**config.mk**
```make
export PLATFORM = sky130hd
export DESIGN_NAME = fsp_rx_port
export DESIGN_NICKNAME = d
export VERILOG_FILES = /design/src/rtl/fsp_pkg.sv /design/src/rtl/fsp_edge_gen.sv /design/src/rtl/fsp_frame_ctr.sv /design/src/rtl/fsp_bit_out.sv /design/src/rtl/fsp_rx_port.sv
export SDC_FILE = /design/constraint.sdc
export NUM_CORES = 1
export LEC_CHECK = 0
export ABC_CLOCK_PERIOD_IN_PS = 4200
export BUFFER_PORTS_ARGS = -buffer_cell sky130_fd_sc_hd__buf_2
export CORE_ASPECT_RATIO = 1.4
export CORE_MARGIN = 2
export CORE_UTILIZATION = 50
export DETAILED_ROUTE_END_ITERATION = 7
export PLACE_DENSITY = 0.78
export REMOVE_ABC_BUFFERS = 1
export SLEW_MARGIN = 20
export SYNTH_ARGS = -nofsm -noshare
export SYNTH_HDL_FRONTEND = slang
export SYNTH_HIERARCHICAL = 1
export SYNTH_SLANG_ARGS = --single-unit
```
**constraint.sdc**
```tcl
create_clock -name clk -period 4.2 [get_ports clk]
set_clock_uncertainty 0.05 [all_clocks]
set_input_delay 0.21 -clock clk [delete_from_list [all_inputs] [get_ports clk]]
set_output_delay 0.21 -clock clk [all_outputs]
set_load 0.05 [all_outputs]
```
**src/rtl/fsp_pkg.sv**
```systemverilog
package fsp_pkg;
  localparam int CH_W    = 5;   // channel index width
  localparam int BIT_W   = 3;   // bit-in-byte index width
  localparam int BYTE_W  = 1 << BIT_W;
  localparam int SIG_W   = 4;   // signaling bits per channel
  localparam int E1_LAST = 31;  // last channel, 256-bit frame
  localparam int T1_LAST = 24;  // last channel, 193-bit frame
endpackage

```
**src/rtl/fsp_edge_gen.sv**
```systemverilog
// Synchronises the serial clock and frame pulse, derives edge strobes and
// detects the first active sampling edge of each pulse.
module fsp_edge_gen #(
  parameter int SYNC_STAGES = 2   // must be 2 or more
) (
  input  logic clk,
  input  logic rst_n,
  input  logic ser_clk,
  input  logic fp_in,
  input  logic cfg_fp_fall,
  input  logic cfg_dat_fall,
  input  logic cfg_fp_low,
  output logic u_evt,
  output logic fp_hit
);
  logic [SYNC_STAGES-1:0] clk_sh_q, clk_sh_n;
  logic [SYNC_STAGES-1:0] fp_sh_q, fp_sh_n;
  logic clk_dly_q;
  logic fp_prev_q, fp_prev_n;
  logic sclk, rise, fall, s_evt, fp_act;

  assign sclk   = clk_sh_q[SYNC_STAGES-1];
  assign rise   = sclk & ~clk_dly_q;
  assign fall   = ~sclk & clk_dly_q;
  assign s_evt  = cfg_fp_fall  ? fall : rise;
  assign u_evt  = cfg_dat_fall ? fall : rise;
  assign fp_act = fp_sh_q[SYNC_STAGES-1] ^ cfg_fp_low;
  assign fp_hit = s_evt & fp_act & ~fp_prev_q;

  always_comb begin
    clk_sh_n  = {clk_sh_q[SYNC_STAGES-2:0], ser_clk};
    fp_sh_n   = {fp_sh_q[SYNC_STAGES-2:0], fp_in};
    fp_prev_n = s_evt ? fp_act : fp_prev_q;
  end

  always_ff @(posedge clk or negedge rst_n) begin
    if (!rst_n) begin
      clk_sh_q  <= '0;
      fp_sh_q   <= '0;
      clk_dly_q <= 1'b0;
      fp_prev_q <= 1'b0;
    end else begin
      clk_sh_q  <= clk_sh_n;
      fp_sh_q   <= fp_sh_n;
      clk_dly_q <= sclk;
      fp_prev_q <= fp_prev_n;
    end
  end

  // a held pulse never yields two starts in a row
  a_r2_single_hit: assert property (@(posedge clk) disable iff (!rst_n)
    fp_hit |=> !fp_hit);
endmodule

```
**src/rtl/fsp_frame_ctr.sv**
```systemverilog
// Frame position counter, start alignment, double-rate phase and period check.
module fsp_frame_ctr
  import fsp_pkg::*;
(
  input  logic             clk,
  input  logic             rst_n,
  input  logic             u_evt,
  input  logic             fp_hit,
  input  logic             cfg_e1,
  input  logic             cfg_dbl,
  input  logic             cfg_dbl_sel,
  input  logic             err_clr,
  output logic [CH_W-1:0]  rd_chan,
  output logic [BIT_W-1:0] bit_sel,
  output logic             upd,
  output logic             fp_err
);
  logic [CH_W-1:0]  chan_q, chan_n, last_ch;
  logic [BIT_W-1:0] bsel_q, bsel_n;
  logic hph_q, hph_n, pend_q, pend_n, seen_q, seen_n, err_q, err_n;
  logic at_end, wrap, err_set;

  assign last_ch = cfg_e1 ? CH_W'(E1_LAST) : CH_W'(T1_LAST);
  assign at_end  = (chan_q == last_ch) && (bsel_q == '0);
  assign wrap    = at_end && (!cfg_dbl || hph_q);

  always_comb begin
    chan_n  = chan_q;
    bsel_n  = bsel_q;
    hph_n   = hph_q;
    seen_n  = seen_q;
    err_set = 1'b0;
    pend_n  = u_evt ? 1'b0 : (pend_q | fp_hit);
    if (u_evt) begin
      if (pend_q || fp_hit) begin
        chan_n  = '0;
        bsel_n  = '1;
        hph_n   = 1'b0;
        seen_n  = 1'b1;
        err_set = seen_q && !wrap;
      end else if (cfg_dbl && !hph_q) begin
        hph_n = 1'b1;
      end else begin
        hph_n = 1'b0;
        if (at_end) begin
          chan_n = '0;
          bsel_n = '1;
        end else if ((bsel_q == '0) || (!cfg_e1 && chan_q == '0)) begin
          chan_n = chan_q + CH_W'(1);
          bsel_n = '1;
        end else begin
          bsel_n = bsel_q - BIT_W'(1);
        end
      end
    end
    err_n = err_set | (err_q & ~err_clr);
  end

  assign upd     = u_evt && (!cfg_dbl || (hph_n == cfg_dbl_sel));
  assign rd_chan = chan_n;
  assign bit_sel = bsel_n;
  assign fp_err  = err_q;

  always_ff @(posedge clk or negedge rst_n) begin
    if (!rst_n) begin
      chan_q <= '0;
      bsel_q <= '1;
      hph_q  <= 1'b0;
      pend_q <= 1'b0;
      seen_q <= 1'b0;
      err_q  <= 1'b0;
    end else begin
      chan_q <= chan_n;
      bsel_q <= bsel_n;
      hph_q  <= hph_n;
      pend_q <= pend_n;
      seen_q <= seen_n;
      err_q  <= err_n;
    end
  end

  // position moves only on an update edge
  a_r1_pos_hold: assert property (@(posedge clk) disable iff (!rst_n)
    !u_evt |=> ($stable(chan_q) && $stable(bsel_q)));
  // flag holds until cleared
  a_r9_err_sticky: assert property (@(posedge clk) disable iff (!rst_n)
    (err_q && !err_clr) |=> err_q);
  // an error is only raised by a frame start on an update edge
  a_r8_err_on_edge: assert property (@(posedge clk) disable iff (!rst_n)
    $rose(err_q) |-> $past(u_evt));
endmodule

```
**src/rtl/fsp_bit_out.sv**
```systemverilog
// Output registers for serial data and signaling.
module fsp_bit_out
  import fsp_pkg::*;
(
  input  logic              clk,
  input  logic              rst_n,
  input  logic              upd,
  input  logic [BIT_W-1:0]  bit_sel,
  input  logic [BYTE_W-1:0] rd_byte,
  input  logic [SIG_W-1:0]  rd_sig,
  output logic              ser_dat,
  output logic              ser_sig
);
  logic dat_q, dat_n, sig_q, sig_n, sig_bit;

  // signaling occupies the last four bit times of a slot (bit_sel 3..0)
  assign sig_bit = bit_sel[BIT_W-1] ? 1'b0 : rd_sig[bit_sel[1:0]];

  always_comb begin
    dat_n = upd ? rd_byte[bit_sel] : dat_q;
    sig_n = upd ? sig_bit          : sig_q;
  end

  always_ff @(posedge clk or negedge rst_n) begin
    if (!rst_n) begin
      dat_q <= 1'b0;
      sig_q <= 1'b0;
    end else begin
      dat_q <= dat_n;
      sig_q <= sig_n;
    end
  end

  assign ser_dat = dat_q;
  assign ser_sig = sig_q;

  // outputs hold between update edges
  a_r1_out_hold: assert property (@(posedge clk) disable iff (!rst_n)
    !upd |=> ($stable(ser_dat) && $stable(ser_sig)));
endmodule

```
**src/rtl/fsp_rx_port.sv**
```systemverilog
module fsp_rx_port
  import fsp_pkg::*;
#(
  parameter int SYNC_STAGES = 2
) (
  input  logic              clk,
  input  logic              rst_n,
  input  logic              ser_clk,
  input  logic              fp_in,
  input  logic              cfg_fp_fall,
  input  logic              cfg_dat_fall,
  input  logic              cfg_e1,
  input  logic              cfg_dbl,
  input  logic              cfg_dbl_sel,
  input  logic              cfg_fp_low,
  input  logic              cfg_irq_en,
  input  logic              err_clr,
  output logic [CH_W-1:0]   rd_chan,
  input  logic [BYTE_W-1:0] rd_byte,
  input  logic [SIG_W-1:0]  rd_sig,
  output logic              ser_dat,
  output logic              ser_sig,
  output logic              fp_err,
  output logic              irq
);
  logic u_evt, fp_hit, upd;
  logic [BIT_W-1:0] bit_sel;

  fsp_edge_gen #(.SYNC_STAGES(SYNC_STAGES)) i_edge (
    .clk(clk), .rst_n(rst_n), .ser_clk(ser_clk), .fp_in(fp_in),
    .cfg_fp_fall(cfg_fp_fall), .cfg_dat_fall(cfg_dat_fall),
    .cfg_fp_low(cfg_fp_low), .u_evt(u_evt), .fp_hit(fp_hit)
  );

  fsp_frame_ctr i_ctr (
    .clk(clk), .rst_n(rst_n), .u_evt(u_evt), .fp_hit(fp_hit),
    .cfg_e1(cfg_e1), .cfg_dbl(cfg_dbl), .cfg_dbl_sel(cfg_dbl_sel),
    .err_clr(err_clr), .rd_chan(rd_chan), .bit_sel(bit_sel),
    .upd(upd), .fp_err(fp_err)
  );

  fsp_bit_out i_out (
    .clk(clk), .rst_n(rst_n), .upd(upd), .bit_sel(bit_sel),
    .rd_byte(rd_byte), .rd_sig(rd_sig),
    .ser_dat(ser_dat), .ser_sig(ser_sig)
  );

  assign irq = fp_err & cfg_irq_en;
endmodule

```
**Yosys cells after proc, flatten, opt, wreduce, memory -nomap -nowiden**

Index checks and enable logic that the tools add are counted.

- Bits in registers: 20
- Input port bits: 24
- Output and inout bits: 9
- Logic and storage cells: 72

- Add/sub/neg operators: 2
- $lt $le $gt $ge: 2
- Eq/ne operators: 2
- Multiplexer cells: 24
- Bitwise logic cells: 13
- Reductions and logical operators: 17

Operator list:

| operator | number |
|---|---|
| two-way mux 5 bit | 5 |
| two-way mux 3 bit | 6 |
| two-way mux 1 bit | 11 |
| AND 1 bit | 6 |
| logical AND 1 bit | 6 |
| adder 5 x 1 -> 5 bit, second input constant | 1 |
| equality test 5 bit | 1 |
| zero test 5 bit | 1 |
| zero test 1 bit | 4 |
| logical OR 1 bit | 4 |
| < comparator 3 x 4 -> 1 bit, second input constant | 1 |
| NOT 1 bit | 4 |
| binary-select mux 1 bit (select 3 bit) | 1 |
| zero test 3 bit | 1 |
| < comparator 2 x 3 -> 1 bit, second input constant | 1 |
| subtractor 3 x 1 -> 3 bit, second input constant | 1 |
| binary-select mux 1 bit (select 2 bit) | 1 |
| bitwise OR 1 bit | 2 |
| AND reduction 2 bit | 1 |
| equality test 1 bit | 1 |
| XOR 1 bit | 1 |

**Logic depth before layout (Yosys ltp)**

Gate-level depths: netlist (run 1).

- Word-level depth: 11
- Depth in mapped cells: 11
- Mapped depth without buffers: 11

**Modules after synthesis**

Netlist (run 1), hierarchy kept.

Modules (own cells, without submodules):

| module | times used | cells an instance | area each (um^2) | seq. area each (um^2) |
|---|---|---|---|---|
| fsp_frame_ctr | 1 | 75 | 694.4 | 304.0 |
| fsp_edge_gen | 1 | 16 | 220.2 | 150.1 |
| fsp_bit_out | 1 | 14 | 172.7 | 50.0 |
| fsp_rx_port | 1 | 1 | 6.3 | 0.0 |

**Least setup slack after synthesis (run 1)**

OpenSTA, ideal clock, no wires.

- Kind: reg2reg
- Start: register i_edge.clk_sh_q[1]
- End: register i_out.dat_q (netlist: i_out/ser_dat)
- Setup time: 126 ps
- Data arrival time: 2,400 ps
- Required time: 4,024 ps
- Path slack: 1,624 ps
- Stages on the path, launching flop included: 11
- Path buffers: 1
- Clock period less this slack: 2,576 ps
- Cell sequence: dfrtp_1 > nor2b_1 > nand2_1 > o21ai_1 > buf_2 > a21boi_0 > nor2_1 > a21oi_1 > mux4_2 > a31oi_1 > nand3_1

- Elaborated cells between the ends (all ways): 17

RTL lines:

| what | RTL line | RTL |
|---|---|---|
| from (decl) | fsp_edge_gen.sv:16 | `logic [SYNC_STAGES-1:0] clk_sh_q, clk_sh_n;` |
| from (signal assigned) | fsp_edge_gen.sv:43 | `clk_sh_q <= clk_sh_n;` |
| NOT 1 bit | fsp_edge_gen.sv:24 | `assign fall = ~sclk & clk_dly_q;` |
| AND 1 bit | fsp_edge_gen.sv:24 |  |
| two-way mux 1 bit (*) | fsp_edge_gen.sv:26 | `assign u_evt = cfg_dat_fall ? fall : rise;` |
| net u_evt | fsp_rx_port.sv:26 | `logic u_evt, fp_hit, upd;` |
| two-way mux 3 bit (*) | fsp_frame_ctr.sv:34 | `if (u_evt) begin` |
| net bit_sel[0] | fsp_rx_port.sv:27 | `logic [BIT_W-1:0] bit_sel;` |
| binary-select mux 1 bit (select 3 bit) (*) | fsp_bit_out.sv:20 | `dat_n = upd ? rd_byte[bit_sel] : dat_q;` |
| two-way mux 1 bit (not written as such) (*) | fsp_bit_out.sv:20 |  |
| to (signal assigned) | fsp_bit_out.sv:29 | `dat_q <= dat_n;` |
| to (decl) | fsp_bit_out.sv:14 | `logic dat_q, dat_n, sig_q, sig_n, sig_bit;` |

Mark *: on every way through the listed nets, which the timed path passes. The rest lies on a longest branch. The select of a mux whose other input is x is not followed.
A chain may end at the register's enable or synchronous reset.

**Final worst setup path (run 1)**

- Start: register i_edge.clk_dly_q
- End: register i_out.sig_q (netlist: i_out/ser_sig)

- Elaborated cells between the ends (all ways): 18

RTL lines:

| what | RTL line | RTL |
|---|---|---|
| from (decl) | fsp_edge_gen.sv:18 | `logic clk_dly_q;` |
| from (signal assigned) | fsp_edge_gen.sv:45 | `clk_dly_q <= sclk;` |
| NOT 1 bit | fsp_edge_gen.sv:23 | `assign rise = sclk & ~clk_dly_q;` |
| AND 1 bit | fsp_edge_gen.sv:23 |  |
| two-way mux 1 bit (*) | fsp_edge_gen.sv:26 |  |
| net u_evt | fsp_rx_port.sv:26 |  |
| two-way mux 3 bit (*) | fsp_frame_ctr.sv:34 |  |
| net bit_sel[0] | fsp_rx_port.sv:27 |  |
| binary-select mux 1 bit (select 2 bit) (*) | fsp_bit_out.sv:17 | `assign sig_bit = bit_sel[BIT_W-1] ? 1'b0 : rd_sig[bit_sel[1:0]];` |
| two-way mux 1 bit (not written as such) (*) | fsp_bit_out.sv:17 |  |
| two-way mux 1 bit (*) | fsp_bit_out.sv:17 |  |
| to (signal assigned) | fsp_bit_out.sv:30 | `sig_q <= sig_n;` |
| to (decl) | fsp_bit_out.sv:14 |  |

Marks and branches as above.

==> flow_summary.toml, run 1 <==
[yosys]
synth_area_um2 = 1090
yosysWarnings = 6
synth_flop_cell = "dfrtp_1"
ys_top_cells_by_area = "dfrtp_1 (39%), dfstp_2 (7.2%), ha_1 (4.6%)"
avgSynthCellArea_um2 = 10.3
ys_ff_latch = 20
synth_enable_flop_cells = 0
synth_top_area_share_pct = 38.9
synth-seq-area-share_pct = 46.1
synth_commonest_cells = "dfrtp_1 (17), inv_1 (12), nor2_1 (7)"
synth_most_common_cell = "dfrtp_1"
yosys.area.top_type = "dfrtp_1"
synthCells = 106
ys_types = 42
async_reset_ff_share_pct = 100

[floorplanning]
die_w_um = 43.5
io_pins = 33
die_y_um = 59.3
initial_core_util_pct = 51.4
core_um2 = 2130
die_area_um2 = 2580
num_rows = 20

[worst_setup_path]
r2r-end = "i_out/ser_sig$_DFFE_PN0P_"
worstPathMaxFanout = 12
cp.depth = 8
r2r_slack_ns = 1.17
max_stage_delay_ns = 0.61
critPathBufInv = 0
cp_top_family = "compound AO/OA/AOI/OAI gates"
timing.rr.start = "i_edge/clk_dly_q$_DFF_PN0_"
cp.arrival_ns = 3.12
startpoint = "i_edge/clk_dly_q$_DFF_PN0_"
endpoint = "i_out/ser_sig$_DFFE_PN0P_"
slowest_stage = "mux4_1"
path_cells = "nand2b_1, o21ai_1, a21boi_0, nor2_1, a21oi_1, mux4_1, nand3b_1, o21ai_0"
critPathKind = "reg2reg"
worstSetupEndpointType = "flop"
cp-start-kind = "flop"
worstPathRequired_ns = 4.30
ff2ff_path_depth = 8

[global_routing]
grt.overflow.total = 0
antenna_found_initial = 0
grt_max_degree = 21
grt_use_total_pct = 18.3
first_global_vias = 840
grt_pass1_wl_um = 3550

[timing]
rsz0062_at_grt = "no"
fin_ws_ns = 1.17
setup_viol = 0
hold_slack_ns = 0.0429
tns_ns = 0
hold_viol_final = 0
drv_slew = 0
max_clock_freq_mhz = 331
slew_headroom_pct = 50.4
max_slew.worst_pin.slew_ns = 0.739
layout_min_cycle_time_ns = 3.03
fin_crit_sh_pct = 72.0

[finish]
fin_util_pct = 62.4
drive_gt1_share_pct = 33.6
fin_area_um2 = 1330
antenna_cells = 0
syn_to_final_growth_pct = 21.4
fin_nets = 172

[clock_network]
numCtsBuffers = 3
cts_sinks = 20
cts_buffer_depth = 2
cts_tree = "yes"
htree_levels = 1
cts-root-buf = "clkbuf_4"
cts_resized = 0
clk_latency_ns = 0.29
clk_pin_slew_ns = 0.10

[hold_path]
hold_class = "in2reg"
min_from = "err_clr"

[power_and_ir_drop]
intPower_mw = 0.368
irDropWorstVdd_mv = 0.249
comb_power_share_pct = 41.6
powerDensity_nw_per_um2 = 460
power_switching_mw = 0.242
pwr-share-seq_pct = 43.5
swShare_pct = 39.8
leakage_nw = 0.644
clock_power_share_pct = 14.9

[drt]
wirelength_um = 2100
postRouteAntennaNets = 0
drt_first_iter_violations = 16
drc = 0
drtPass1Iterations = 4
post_drt_via_cell_ratio = 5.51
wl_per_cell_um = 12.7
via_count = 909

[placement]
dp_hpwl_um = 1630
port_buffers = 32
gp_congestion = 0.791
pre_cts_ws_ns = 1.17
placed_cell_area_um2 = 1270

[job]
drv_cap = 0

[run_status]
outcome = "completed"
## worst register-to-register path: stages, from the launching register on
cell and delay [ns]:
dfrtp_1 0.40, nand2b_1 0.15, o21ai_1 0.58, a21boi_0 0.40, nor2_1 0.07, a21oi_1 0.43, mux4_1 0.61, nand3b_1 0.10
o21ai_0 0.10
## cells in the final DEF (no fill, tap or decap), drive strengths merged, types with 2 or more instances in the layout
cell type    Yosys  routed
nor3             2       2
nand2            6       6
dfstp            3       3
nand3            6       6
dlygate4sd3      0       3
o21ai            8       8
a31oi            2       2
dfrtp           17      17
ha               4       4
nor2             8       8
clkbuf           1       4
nand4b           2       2
mux2i            2       2
mux4             2       2
a21oi            6       6
nor2b            3       3
buf              1      32
nor3b            2       2
inv             12      12
a21boi           2       2
## final cells by class
| class | instances | area [um^2] |
|---|---|---|
| fillers | 191 | 800 |
| multi-input cells | 72 | 534 |
| flip-flops and latches | 20 | 504 |
| repair buffers | 35 | 190 |
| inverters | 12 | 45.0 |
| well taps | 22 | 27.5 |
| clock buffers | 4 | 26.3 |
## through the flow
step | std cells | power, mW
floorplan | 104 | 0.460
global placement | 158 | 0.513
detailed placement | 158 | 0.522
CTS | 165 | 0.617
global route | 165 | 0.657
finish | 165 | 0.610
## power groups by stage
stage               sequential [mW]  clock, mW  combinational [mW]
floorplan                     0.295          0               0.164
global placement              0.267          0               0.246
global route                  0.272      0.105               0.279
finish                        0.266     0.0908               0.254
CTS                           0.266     0.0950               0.256
detailed placement            0.269          0               0.254
## logic make-up after synthesis
kind of cell | synth area share (%)
AND/OR/NAND/NOR | 19.8
AO/OA/AOI/OAI | 15.6
flip-flops | 46.1
buffers and inverters | 5.03
multiplexers | 7.32
adder cells (fa/ha/maj) | 4.58
XOR/XNOR | 1.60
## state kept, by name, indices dropped and copies added, names as in the netlist
| name | cells |
|---|---|
| i_out/ser_dat | 1 |
| i_ctr/fp_err | 1 |
| i_edge/fp_prev_q | 1 |
| i_out/ser_sig | 1 |
| i_ctr/chan_q | 5 |
| i_ctr/hph_q | 1 |
| i_edge/fp_sh_q | 2 |
| i_edge/clk_sh_q | 2 |
| i_edge/clk_dly_q | 1 |
| i_ctr/seen_q | 1 |
| i_ctr/pend_q | 1 |
| i_ctr/bsel_q | 3 |
## metal layers
| layer | vias up | GRT usage, % | part of all wire (%) |
|---|---|---|---|
| met2 | 28 | 32.8 | 53 |
| met5 | - | 0 | 0 |
| li1 | 455 | - | - |
| met4 | 0 | 9.09 | 0.90 |
| met1 | 424 | 20.9 | 41 |
| met3 | 2 | 2.44 | 4.7 |
## timing repair
item / CTS / global route
endpoints found under the hold margin: 19 / 0
hold buffers: 3 / 0
setup buffers: 0 / 0
## worst min-delay path by stage
stage                                              to  slack, ns  depth (start not counted)
after floorplan             i_ctr/chan_q[0]$_DFF_PN0_      -0.14                          0
after global routing           i_ctr/fp_err$_DFF_PN0_       0.02                          2
final                          i_ctr/fp_err$_DFF_PN0_       0.04                          2
after detailed placement  i_edge/fp_sh_q[0]$_DFF_PN0_       0.13                          1
after CTS                      i_ctr/fp_err$_DFF_PN0_       0.03                          2
after global placement    i_edge/fp_sh_q[0]$_DFF_PN0_       0.12                          1
Power figures use the tool's default switching activity.
==> inputs of run 2 (changes only) <==
--- a/config.mk
+++ b/config.mk
@@ -5,13 +5,13 @@
 export SDC_FILE = /design/constraint.sdc
 export NUM_CORES = 1
 export LEC_CHECK = 0
-export ABC_CLOCK_PERIOD_IN_PS = 4200
+export ABC_CLOCK_PERIOD_IN_PS = 2500
 export BUFFER_PORTS_ARGS = -buffer_cell sky130_fd_sc_hd__buf_2
 export CORE_ASPECT_RATIO = 1.4
 export CORE_MARGIN = 2
-export CORE_UTILIZATION = 50
+export CORE_UTILIZATION = 45
 export DETAILED_ROUTE_END_ITERATION = 7
-export PLACE_DENSITY = 0.78
+export PLACE_DENSITY = 0.74
 export REMOVE_ABC_BUFFERS = 1
 export SLEW_MARGIN = 20
 export SYNTH_ARGS = -nofsm -noshare
==> constraint.sdc (replaced) <==
create_clock -name clk -period 2.5 [get_ports clk]
set_clock_uncertainty 0.05 [all_clocks]
set_input_delay 0.125 -clock clk [delete_from_list [all_inputs] [get_ports clk]]
set_output_delay 0.125 -clock clk [all_outputs]
set_load 0.05 [all_outputs]
==> run 2 against run 1 <==
Compared with the run above: total power increased by 130%; flip-flop and latch count unchanged; setup slack got worse by 1.2 ns; combinational power increased to 2.6 times the previous value; final cell count increased by 15%; cell area increased by 29%; largest cell class unchanged.
==> flow_summary.toml, run 2 (same netlist as run 1, synthesis figures left out) <==
[placement]
pre_cts_ws_ns = -0.216
port_buffers = 32
gp_congestion = 0.827
dp_hpwl_um = 1820
placed_cell_area_um2 = 1350

[global_routing]
first_global_vias = 1081
grt_max_degree = 21
antenna_found_initial = 0
grt_pass1_wl_um = 4340
grt_use_total_pct = 20.1
grt.overflow.total = 0

[clock_network]
cts_tree = "yes"
htree_levels = 1
cts-root-buf = "clkbuf_4"
cts_sinks = 20
cts_buffer_depth = 2
clk_pin_slew_ns = 0.13
numCtsBuffers = 3
clk_latency_ns = 0.32

[finish]
reg_top3 = "i_ctr/chan_q x5, i_ctr/bsel_q x3"
final_cell_mix = "buf_2 (27), buf_4 (19), dfrtp_1 (17)"
mostFrequentLayoutCell = "buf_2"
syn_to_final_growth_pct = 56.2
largest_reg_flops = 5
regMostFlops = "i_ctr/chan_q"
fin_util_pct = 73.0
drive_gt1_share_pct = 54.8
antenna_cells = 0
fin_nets = 195
fin_area_um2 = 1710

[timing]
rsz0062_at_grt = "yes"
fin_crit_sh_pct = 99.1
hold_viol_final = 0
hold_slack_ns = 0.124
drv_slew = 0
layout_min_cycle_time_ns = 2.48
max_clock_freq_mhz = 403
slew_headroom_pct = 69.2
fin_ws_ns = 0.0215
setup_viol = 0
max_slew.worst_pin.slew_ns = 0.462

[hold_path]
hold_class = "in2reg"
min_from = "cfg_fp_low"

[floorplanning]
num_rows = 21
io_pins = 33
core_um2 = 2340
die_y_um = 62.3
initial_core_util_pct = 46.8
die_area_um2 = 2850
die_w_um = 45.7

[worst_setup_path]
startpoint = "i_ctr/chan_q[1]$_DFF_PN0_"
worstPathRequired_ns = 2.33
cp.arrival_ns = 2.30
timing.rr.start = "i_ctr/bsel_q[0]$_DFF_PN1_"
cp-start-kind = "flop"
critPathKind = "reg2out"
worstSetupEndpointType = "output pin"
worstPathMaxFanout = 6

[run_status]
outcome = "completed"

[drt]
drc = 0
drt_first_iter_violations = 12
via_count = 1038
postRouteAntennaNets = 0
post_drt_via_cell_ratio = 5.49
wl_per_cell_um = 14.1
drtPass1Iterations = 4
wirelength_um = 2660

[job]
drv_cap = 0

[power_and_ir_drop]
powerDensity_nw_per_um2 = 809
irDropWorstVdd_mv = 0.662
power_mw = 1.38
leakage_nw = 0.801
==> run 2: cell count changes in the layout (fill, tap and decap cells not counted), moves of 3 or more <==
cell | previous run | this run
buf_4 | 0 | 19
buf_6 | 0 | 8
a21oi_1 | 5 | 2
buf_2 | 32 | 27
o21ai_2 | 0 | 4
o21ai_1 | 5 | 2
==> run 2: power by group <==
part / switching [mW] / total (mW) / internal (mW) / leakage, nW
sequential: 0.0476 / 0.448 / 0.400 / 0.244
combinational: 0.361 / 0.661 / 0.300 / 0.528
clock: 0.111 / 0.273 / 0.162 / 0.0279
total: 0.520 / 1.38 / 0.862 / 0.801
==> run 2: through the flow <==
| stage | TNS, ns | cells |
|---|---|---|
| 2_1_floorplan | -0.247 | 104 |
| 3_3_place_gp | -0.202 | 169 |
| 3_5_place_dp | -0.381 | 169 |
| 4_1_cts | 0 | 180 |
| 5_1_grt | -0.343 | 189 |
| 6_report | 0 | 189 |
==> run 2: what timing repair did <==
action	CTS	global route
pin swaps	1	19
setup buffers	3	9
endpoints found under the hold margin	20	0
gates cloned	0	0
setup endpoints to repair	7	7
hold buffers	4	0
gates resized for setup	15	30
==> run 2: metal layers <==
metal / global-route usage [%] / wire length (um)
met5: 0 / 0
met4: 11.8 / 91
met3: 3.49 / 91
met2: 35.2 / 1390
met1: 20.8 / 1090
==> run 2: layout make-up <==
cell class                      instances  area (um^2)
Multi-Input combinational cell         72          669
Tap cell                               23         28.8
Timing Repair Buffer                   58          408
Sequential cell                        20          504
Clock inverter                          1         30.0
Clock buffer                            3         22.5
Inverter                               12         45.0
Fill cell                             169          631
==> run 2: worst max-delay path, stage by stage (launching register included) <==
cell and delay [ns]:
dfrtp_1 0.45, or4_4 0.56, a2111oi_4 0.49, nor2_4 0.10, o211ai_1 0.13, o21ai_2 0.10
buf_6 0.16
==> run 2: path summary, 6_finish.rpt <==
path | end | slack, ns | cells after the start
max | rd_chan[3] | 0.02 | 6
min | i_edge/fp_prev_q$_DFFE_PN0P_ | 0.12 | 3
max reg2reg | i_out/ser_dat$_DFFE_PN0P_ | 0.09 | 10
min reg2reg | i_edge/clk_sh_q[1]$_DFF_PN0_ | 0.32 | 0
max in group asynchronous | i_ctr/bsel_q[0]$_DFF_PN1_ | 1.82 | 2
min in group asynchronous | i_ctr/chan_q[3]$_DFF_PN0_ | 0.22 | 2
